`src/rtl/dr_celem_pkg.sv`:
```
// Shared encodings for the dual-rail C-element.
// Assumes a rail pair is always packed {true, false}.
package dr_celem_pkg;

    typedef enum logic [1:0] {
        RAIL_SPACER = 2'b00,
        RAIL_ZERO   = 2'b01,
        RAIL_ONE    = 2'b10,
        RAIL_BAD    = 2'b11
    } rail_code_e;

    // True when a pair holds one of the two code words.
    function automatic logic is_code(input logic [1:0] pair);
        return pair[1] ^ pair[0];
    endfunction

endpackage

```
`src/rtl/dr_rail_swap.sv`:
```
// Per-lane optional negation by exchanging rails; no logic gates.
// Assumes SWAP is fixed at elaboration.
module dr_rail_swap #(
    parameter int                N    = 2,
    parameter logic [N-1:0]      SWAP = '0
) (
    input  logic [N-1:0] raw_t,
    input  logic [N-1:0] raw_f,
    output logic [N-1:0] lg_t,
    output logic [N-1:0] lg_f
);

    for (genvar i = 0; i < N; i++) begin : g_lane
        if (SWAP[i]) begin : g_neg
            assign lg_t[i] = raw_f[i];
            assign lg_f[i] = raw_t[i];
        end else begin : g_pass
            assign lg_t[i] = raw_t[i];
            assign lg_f[i] = raw_f[i];
        end
    end

endmodule

```
`src/rtl/dr_setreset.sv`:
```
// Monotonic set/reset functions of the C-element plus invalid-pair detect.
// Set uses only true rails, reset only false rails: no inversion needed.
module dr_setreset #(
    parameter int N = 2
) (
    input  logic [N-1:0] lg_t,
    input  logic [N-1:0] lg_f,
    output logic         set_fn,
    output logic         rst_fn,
    output logic         any_bad
);

    // Combine rails into the two excitation functions and the 11 detector.
    always_comb begin
        set_fn  = &lg_t;
        rst_fn  = &lg_f;
        any_bad = |(lg_t & lg_f);
    end

endmodule

```
`src/rtl/dr_protocol_mon.sv`:
```
// Detects a lane jumping between code words on consecutive samples.
// Assumes the previous sample is spacer right after reset.
module dr_protocol_mon
    import dr_celem_pkg::*;
#(
    parameter int N = 2
) (
    input  logic         clk,
    input  logic         rst_n,
    input  logic [N-1:0] in_t,
    input  logic [N-1:0] in_f,
    output logic         viol
);

    logic [N-1:0] prev_t, prev_f;
    logic [N-1:0] lane_viol;

    // Remember last sampled rails of every lane.
    always_ff @(posedge clk) begin
        if (!rst_n) begin
            prev_t <= '0;
            prev_f <= '0;
        end else begin
            prev_t <= in_t;
            prev_f <= in_f;
        end
    end

    for (genvar i = 0; i < N; i++) begin : g_lane
        assign lane_viol[i] = is_code({prev_t[i], prev_f[i]}) &&
                              is_code({in_t[i], in_f[i]}) &&
                              (prev_t[i] != in_t[i]);
    end

    assign viol = |lane_viol;

endmodule

```
`src/rtl/dr_rs_hold.sv`:
```
// RS-style state holder: set/reset move the state to spacer, and the
// pending code word is taken on the following edge. Holds when blocked.
module dr_rs_hold
    import dr_celem_pkg::*;
(
    input  logic clk,
    input  logic rst_n,
    input  logic set_fn,
    input  logic rst_fn,
    input  logic blocked,
    output logic st_t,
    output logic st_f
);

    rail_code_e state_q, pend_q;

    // Advance the latch: spacer -> pending code word, or code word -> spacer.
    always_ff @(posedge clk) begin
        if (!rst_n) begin
            state_q <= RAIL_ZERO;
            pend_q  <= RAIL_ZERO;
        end else if (state_q == RAIL_SPACER) begin
            state_q <= pend_q;
        end else if (!blocked) begin
            if (set_fn && state_q == RAIL_ZERO) begin
                state_q <= RAIL_SPACER;
                pend_q  <= RAIL_ONE;
            end else if (rst_fn && state_q == RAIL_ONE) begin
                state_q <= RAIL_SPACER;
                pend_q  <= RAIL_ZERO;
            end
        end
    end

    assign st_t = state_q[1];
    assign st_f = state_q[0];

endmodule

```
`src/rtl/dr_celem.sv`:
```
// Dual-rail C-element top: lane negation, set/reset functions, state
// holder, protocol monitor and sticky fault flags. Synchronous, active-low
// reset. Assumes inputs are stable around the rising clock edge.
module dr_celem #(
    parameter int               N_IN     = 2,
    parameter logic [N_IN-1:0]  IN_SWAP  = '0,
    parameter bit               OUT_SWAP = 1'b0
) (
    input  logic            clk,
    input  logic            rst_n,
    input  logic [N_IN-1:0] in_t,
    input  logic [N_IN-1:0] in_f,
    output logic            x_t,
    output logic            x_f,
    output logic            err_illegal,
    output logic            err_conflict,
    output logic            err_protocol
);

    logic [N_IN-1:0] lg_t, lg_f;
    logic set_fn, rst_fn, any_bad, viol;
    logic st_t, st_f;

    dr_rail_swap #(.N(N_IN), .SWAP(IN_SWAP)) u_swap (
        .raw_t(in_t), .raw_f(in_f), .lg_t(lg_t), .lg_f(lg_f)
    );

    dr_setreset #(.N(N_IN)) u_fn (
        .lg_t(lg_t), .lg_f(lg_f),
        .set_fn(set_fn), .rst_fn(rst_fn), .any_bad(any_bad)
    );

    dr_rs_hold u_hold (
        .clk(clk), .rst_n(rst_n), .set_fn(set_fn), .rst_fn(rst_fn),
        .blocked(any_bad), .st_t(st_t), .st_f(st_f)
    );

    dr_protocol_mon #(.N(N_IN)) u_mon (
        .clk(clk), .rst_n(rst_n), .in_t(in_t), .in_f(in_f), .viol(viol)
    );

    // Collect misuse events into flags that stay set until reset.
    always_ff @(posedge clk) begin
        if (!rst_n) begin
            err_illegal  <= 1'b0;
            err_conflict <= 1'b0;
            err_protocol <= 1'b0;
        end else begin
            err_illegal  <= err_illegal  | any_bad;
            err_conflict <= err_conflict | (set_fn & rst_fn);
            err_protocol <= err_protocol | viol;
        end
    end

    if (OUT_SWAP) begin : g_out_neg
        assign x_t = st_f;
        assign x_f = st_t;
    end else begin : g_out_pass
        assign x_t = st_t;
        assign x_f = st_f;
    end

endmodule

```
`config.mk`:
```
export PLATFORM = sky130hd
export DESIGN_NAME = dr_celem
export DESIGN_NICKNAME = d
export VERILOG_FILES = /design/src/rtl/dr_celem_pkg.sv /design/src/rtl/dr_rail_swap.sv /design/src/rtl/dr_setreset.sv /design/src/rtl/dr_protocol_mon.sv /design/src/rtl/dr_rs_hold.sv /design/src/rtl/dr_celem.sv
export SDC_FILE = /design/constraint.sdc
export NUM_CORES = 1
export LEC_CHECK = 0
export ABC_CLOCK_PERIOD_IN_PS = 1800
export CAP_MARGIN = 20
export CELL_PAD_IN_SITES_DETAIL_PLACEMENT = 2
export CELL_PAD_IN_SITES_GLOBAL_PLACEMENT = 2
export CORE_AREA = 2 2 43 45
export CTS_CLUSTER_SIZE = 28
export DETAILED_ROUTE_END_ITERATION = 12
export DIE_AREA = 0 0 45 47
export PLACE_DENSITY = 0.83
export SLEW_MARGIN = 0
export SYNTH_ARGS = -nofsm -noshare
export SYNTH_HDL_FRONTEND = slang
export SYNTH_SLANG_ARGS = --single-unit
```
`constraint.sdc`:
```
create_clock -name clk -period 1.8 [get_ports clk]
set_input_delay 0.36 -clock clk [delete_from_list [all_inputs] [get_ports clk]]
set_output_delay 0.36 -clock clk [all_outputs]
set_load 0.02 [all_outputs]
```
==> results of run 1 <==
synth_stat cells, types with 2 or more instances:
cell and number:
dfxtp_1 11, o21ai_0 2, o31a_1 3, ha_1 2, inv_1 3, a21boi_0 2, and2_1 4
power groups by stage:
stage | sequential [mW] | clock [mW] | combinational [mW]
6_report | 0.265 | 0.167 | 0.0786
5_1_grt | 0.267 | 0.198 | 0.0853
4_1_cts | 0.265 | 0.179 | 0.0802
3_5_place_dp | 0.270 | 0 | 0.0779
3_3_place_gp | 0.269 | 0 | 0.0762
2_1_floorplan | 0.275 | 0 | 0.0285
stage by stage:
| step | cells | setup WS (ns) |
|---|---|---|
| floorplan | 43 | 0.649 |
| global placement | 73 | 0.150 |
| detailed placement | 73 | 0.0930 |
| CTS | 77 | 0.0708 |
| global route | 77 | 0.0178 |
| finish | 77 | 0.0738 |
metal layers:
metal	vias to the layer above	GRT usage, %	part of all wire (%)
met1	179	16.1	43
li1	195	-	-
met4	0	10.6	1.5
met2	8	22.6	52
met3	2	1.54	3.1
met5	-	0	0
final cells by class:
| type | instances | share of cell area, % |
|---|---|---|
| clock inverter | 1 | 0.781 |
| tap | 17 | 3.32 |
| multi-input combinational | 28 | 35.9 |
| sequential | 11 | 34.4 |
| clock buffer | 3 | 3.52 |
| timing repair buffer | 14 | 20.3 |
| inverter | 3 | 1.76 |
cells by family after synthesis:
group | count (synthesis) | share of synthesized area, %
AND/OR/NAND/NOR | 14 | 25.8
flip-flops | 11 | 47.3
buffers and inverters | 4 | 3.22
AO/OA/AOI/OAI | 12 | 18.3
adder cells (fa/ha/maj) | 2 | 5.38
worst min path at each step:
stage	cells past startpoint	end	from
3_3_place_gp	1	err_illegal	err_illegal
4_1_cts	1	err_illegal	err_illegal
6_report	1	err_illegal	err_illegal
3_5_place_dp	1	err_illegal	err_illegal
2_1_floorplan	2	u_hold.state_q[1]	u_hold.pend_q[1]
5_1_grt	1	err_illegal	err_illegal
flip-flops by register name (all words and copies together) (netlist names):
signal	count
err_conflict	1
u_mon.prev_t	2
err_protocol	1
u_hold.pend_q	2
u_mon.prev_f	2
u_hold.state_q	2
err_illegal	1
==> metrics.md, run 1 <==
| Metric | Value |
|---|---|
| Status | completed |
| Area grow syn2layout | 37.6% |
| Filler instances | 188 |
| Top cells by area, synth | dfxtp_1 47%, o31a_1 5.6%, and2_1 5.4% |
| Leading area contributor after synthesis | dfxtp_1 |
| Final Hold Viols | 0 |
| Clock slew at reported path FFs | 0.08 ns |
| Leak pwr | 0.274 nW |
| Row count | 15 |
| Worst-Margin Slew | 0.321 ns |
| # DRC | 0 |
| Clock tree buffer depth | 2 |
| WL/cell | 15.9 um |
| Via Count | 384 |
| FF-to-FF End | u_hold.pend_q[1] |
| Worst path bufs/invs | 1 |
| Pwr per Cell Area | 797 nW/um^2 |
| Commonest non-fill, non-tap cell in the layout | dfxtp_1 |
| Sequential share of power | 51.8% |
| First-pass GRT wire length | 1940 um |
| Cells after Synth | 43 |
| CP Launch Type | register |
| Mapped Avg Cell Area | 10.8 um^2 |
| HP Class | reg2reg |
| Maxcap violations | 0 |
| Yosys cell types | 23 |
| Most used flip-flop cell after synthesis | dfxtp_1 |
| Clk root buf | clkbuf_4 |
| Comb power frac | 15.4% |
| Reg area | 220 um^2 |
| Core area | 1650 um^2 |
| CP Capture Type | output pin |
| Fin Clk Skew | 0.000443 ns |
| Final core occ | 38.8% |
| DPL Wire Length | 868 um |
| Yosys Warn Count | 0 |
| I/O Buffers | 10 |
| Design area | 641 um^2 |
| Remaining global-route overflow | 0 |
| Critical path cell sequence | clkdlybuf4s50_1 |
| Total Routing Usage GR | 13.6% |
| Cts hold-fix bufs | 0 |
| Yosys reg bits | 11 |
| First-pass DRT Iterations | 3 |
| Io pins | 11 |
| Antenna cell count | 0 |
| Chip Width | 45 um |
| Clk Latency, worst-skew pair | 0.27 ns |
| Worst path depth | 1 |
| Yosys top cell area share | 47.3% |
| Post-synth EDFFs | 0 |
| Final WL | 1220 um |
| Share of layout cells above drive strength 1 | 16.7% |
| Die H | 47 um |
| Final net count | 69 |
| NetSw | 129 uW |
| Fin crit share | 95.9% |
| # clock sinks | 11 |
| Worst r2r src | u_hold.state_q[1] |
| WP data required | 1.44 ns |
| Post-CTS resize count | 0 |
| Fmax | 0.579 GHz |
| Drt initial violations | 8 |
| Clk pwr share | 32.8% |
| Worst path slowest cell | clkdlybuf4s50_1 |
| WS Path Type | reg2out |
| RSZ-0062 raised after global routing | false |
| CTS tree | done |
| Slowest stage delay, CP | 0.65 ns |
| Synthesized cell area | 465 um^2 |
| Pin count of the biggest net entering global routing | 12 |
| CP delay by family, top | buffers and inverters |
| Worst setup endpoint | x_t |
| Worst-path fanout max | 5 |
| Slew headroom | 78.5% |
| Via density per instance | 4.99 |
| Initial Utilization | 28.2% |
| Sequential area share after synthesis | 47.3% |
| Setup Fix Bufs, Post-CTS | 0 |
| Async set-or-reset flop fraction in the synthesized netlist | 0% |
| Die area | 2120 um^2 |
| P_int | 382 uW |
| Cells on worst reg2reg path | 3 |
| Arr. time, crit path | 1.37 ns |
| Tot Pwr | 511 uW |
| Peak supply drop | 0.000282 V |
| Tmin final | 1.73 ns |
| Hold Slack | 0.508 ns |
| Switching Share | 25.2% |
| Multi-input logic area | 230 um^2 |
| Total CTS buffers | 3 |
| Number of global-route vias before repair | 418 |
| H-tree depth | 1 |
| Critical Path Start | u_hold.state_q[1] |
| Most frequent cells in the layout | 11 x dfxtp_1, 10 x clkdlybuf4s50_1, 4 x and2_1, 4 x buf_4 |
| # setup viols final | 0 |
| Setup TNS | 0 ns |
| Initial antenna violation count | 0 |
| Post-route ant nets | 0 |
| Syn_nets | 51 |
| Slew Limit Fails | 0 |
| Final GP Congestion | 0.657 |
| R2R setup slack | 0.70 ns |
| Area of placed instances | 613 um^2 |
Power figures use the tool's default switching activity.
==> run 2, diff against run 1 <==
Settings changed: MAX_ROUTING_LAYER from default to met4.
==> run 2 against run 1 <==
Against the previous run: utilization unchanged; register-to-register slack about the same; power up 0.24%; sequential power about the same; largest power group unchanged; non-clock buffer count unchanged; combinational power about the same; count of clock-buffer cells in the layout unchanged; flip-flop and latch count unchanged; setup slack worse by 0.0020 ns; critical endpoint unchanged.
==> metrics.md, run 2 (synthesis results as in run 1) <==
| Metric | Value |
|---|---|
| Arr. time, crit path | 1.37 ns |
| Via density per instance | 4.97 |
| Commonest non-fill, non-tap cell in the layout | dfxtp_1 |
| Comb power frac | 15.4% |
| Peak supply drop | 0.000282 V |
| H-tree depth | 1 |
| Worst r2r src | u_hold.state_q[1] |
| Clk root buf | clkbuf_4 |
| Final Hold Viols | 0 |
| Switching Share | 25.4% |
| # DRC | 0 |
| FF-to-FF End | u_hold.pend_q[1] |
| Hold Slack | 0.508 ns |
| Pwr per Cell Area | 799 nW/um^2 |
| CP Capture Type | output pin |
| Post-CTS resize count | 0 |
| Status | completed |
| Final net count | 69 |
| Critical Path Start | u_hold.state_q[1] |
| Slowest stage delay, CP | 0.65 ns |
| Clock slew at reported path FFs | 0.08 ns |
| R2R setup slack | 0.70 ns |
| CP delay by family, top | buffers and inverters |
| Critical path cell sequence | clkdlybuf4s50_1 |
| Slew headroom | 78.5% |
| Cells on worst reg2reg path | 3 |
| Die area | 2120 um^2 |
| WS Path Type | reg2out |
| Sequential share of power | 51.7% |
| Via Count | 383 |
| Final WL | 1230 um |
| RSZ-0062 raised after global routing | false |
| Antenna cell count | 0 |
| Hold endpoint | err_illegal |
| Initial antenna violation count | 0 |
| Number of global-route vias before repair | 417 |
| Setup TNS | 0 ns |
| Fin crit share | 96.0% |
| Chip Width | 45 um |
| Remaining global-route overflow | 0 |
| Worst-Margin Slew | 0.321 ns |
| Die H | 47 um |
| CP Launch Type | register |
| Area grow syn2layout | 37.6% |
| Clk Latency, worst-skew pair | 0.27 ns |
| # setup viols final | 0 |
| Final GP Congestion | 0.663 |
| Fin Clk Skew | 0.000443 ns |
| P_int | 382 uW |
| Clk pwr share | 32.9% |
| Clock tree buffer depth | 2 |
| Io pins | 11 |
| Drt initial violations | 8 |
| Setup Fix Bufs, Post-CTS | 0 |
| Worst path bufs/invs | 1 |
| Final WS setup | 0.0719 ns |
| # clock sinks | 11 |
| HP Class | reg2reg |
| WP data required | 1.44 ns |
| First-pass DRT Iterations | 3 |
| Cts hold-fix bufs | 0 |
| Total Routing Usage GR | 14.1% |
| Post-route ant nets | 0 |
| CTS tree | done |
| Tmin final | 1.73 ns |
| Pin count of the biggest net entering global routing | 12 |
| Row count | 15 |
| Fmax | 0.579 GHz |
| Maxcap violations | 0 |
| Total CTS buffers | 3 |
| Slew Limit Fails | 0 |
| First-pass GRT wire length | 1930 um |
| NetSw | 130 uW |
| Most frequent cells in the layout | 11 x dfxtp_1, 10 x clkdlybuf4s50_1, 4 x and2_1, 4 x buf_4 |
| Leak pwr | 0.274 nW |
| Hold path cells | 1 |
| WL/cell | 16.0 um |
| HP Start | err_illegal |
| DPL Wire Length | 868 um |
| I/O Buffers | 10 |
| DP Worst Slack | 0.0930 ns |
| Worst path slowest cell | clkdlybuf4s50_1 |
| Worst-path fanout max | 5 |
| Core area | 1650 um^2 |
| Initial Utilization | 28.2% |
| Share of layout cells above drive strength 1 | 16.7% |
run 2: cell counts in the layout (fill, tap and decap cells not counted):
Identical to the previous run, type by type.
run 2: final cells by class:
type | count | area, um^2
clock buffers | 3 | 22.5
clock inverters | 1 | 5.00
fillers | 188 | 1010
inverters | 3 | 11.3
multi-input cells | 28 | 230
flip-flops and latches | 11 | 220
well taps | 17 | 21.3
repair buffers | 14 | 130
run 2: how the worst max path moves through the flow:
stage | cells past startpoint | to
finish | 1 | x_t
CTS | 1 | x_t
detailed placement | 4 | u_hold.pend_q[1]
global route | 1 | x_t
global placement | 4 | u_hold.pend_q[1]
floorplan | 3 | u_hold.pend_q[1]
run 2: worst reg2reg max path: stages, from the launching register on:
cell and delay, ns:
dfxtp_1 0.45, nand4b_4 0.14, o31a_1 0.25, o21a_1 0.16
run 2: per-layer routing:
| metal | up-vias | GRT usage [%] | wire length (um) |
|---|---|---|---|
| met4 | 0 | 10.6 | 20 |
| li1 | 194 | - | - |
| met3 | 2 | 1.15 | 31 |
| met5 | - | - | 0 |
| met2 | 8 | 22.6 | 634 |
| met1 | 179 | 16.3 | 544 |
run 2: per-stage QoR:
stage | utilization, % | instances | power (mW) | instance area [um^2]
finish | 38.8 | 77 | 0.512 | 641
floorplan | - | 43 | 0.304 | 465
detailed placement | 37.1 | 73 | 0.348 | 613
global placement | 37.1 | 73 | 0.346 | 613
global route | 38.8 | 77 | 0.550 | 641
CTS | 38.8 | 77 | 0.524 | 641
run 2: power by group through the flow:
stage / Clock, mW / Combinational (mW) / Sequential (mW)
after global routing: 0.198 / 0.0853 / 0.267
final: 0.169 / 0.0787 / 0.265
after floorplan: 0 / 0.0285 / 0.275
after CTS: 0.179 / 0.0802 / 0.265
after detailed placement: 0 / 0.0779 / 0.270
after global placement: 0 / 0.0762 / 0.269
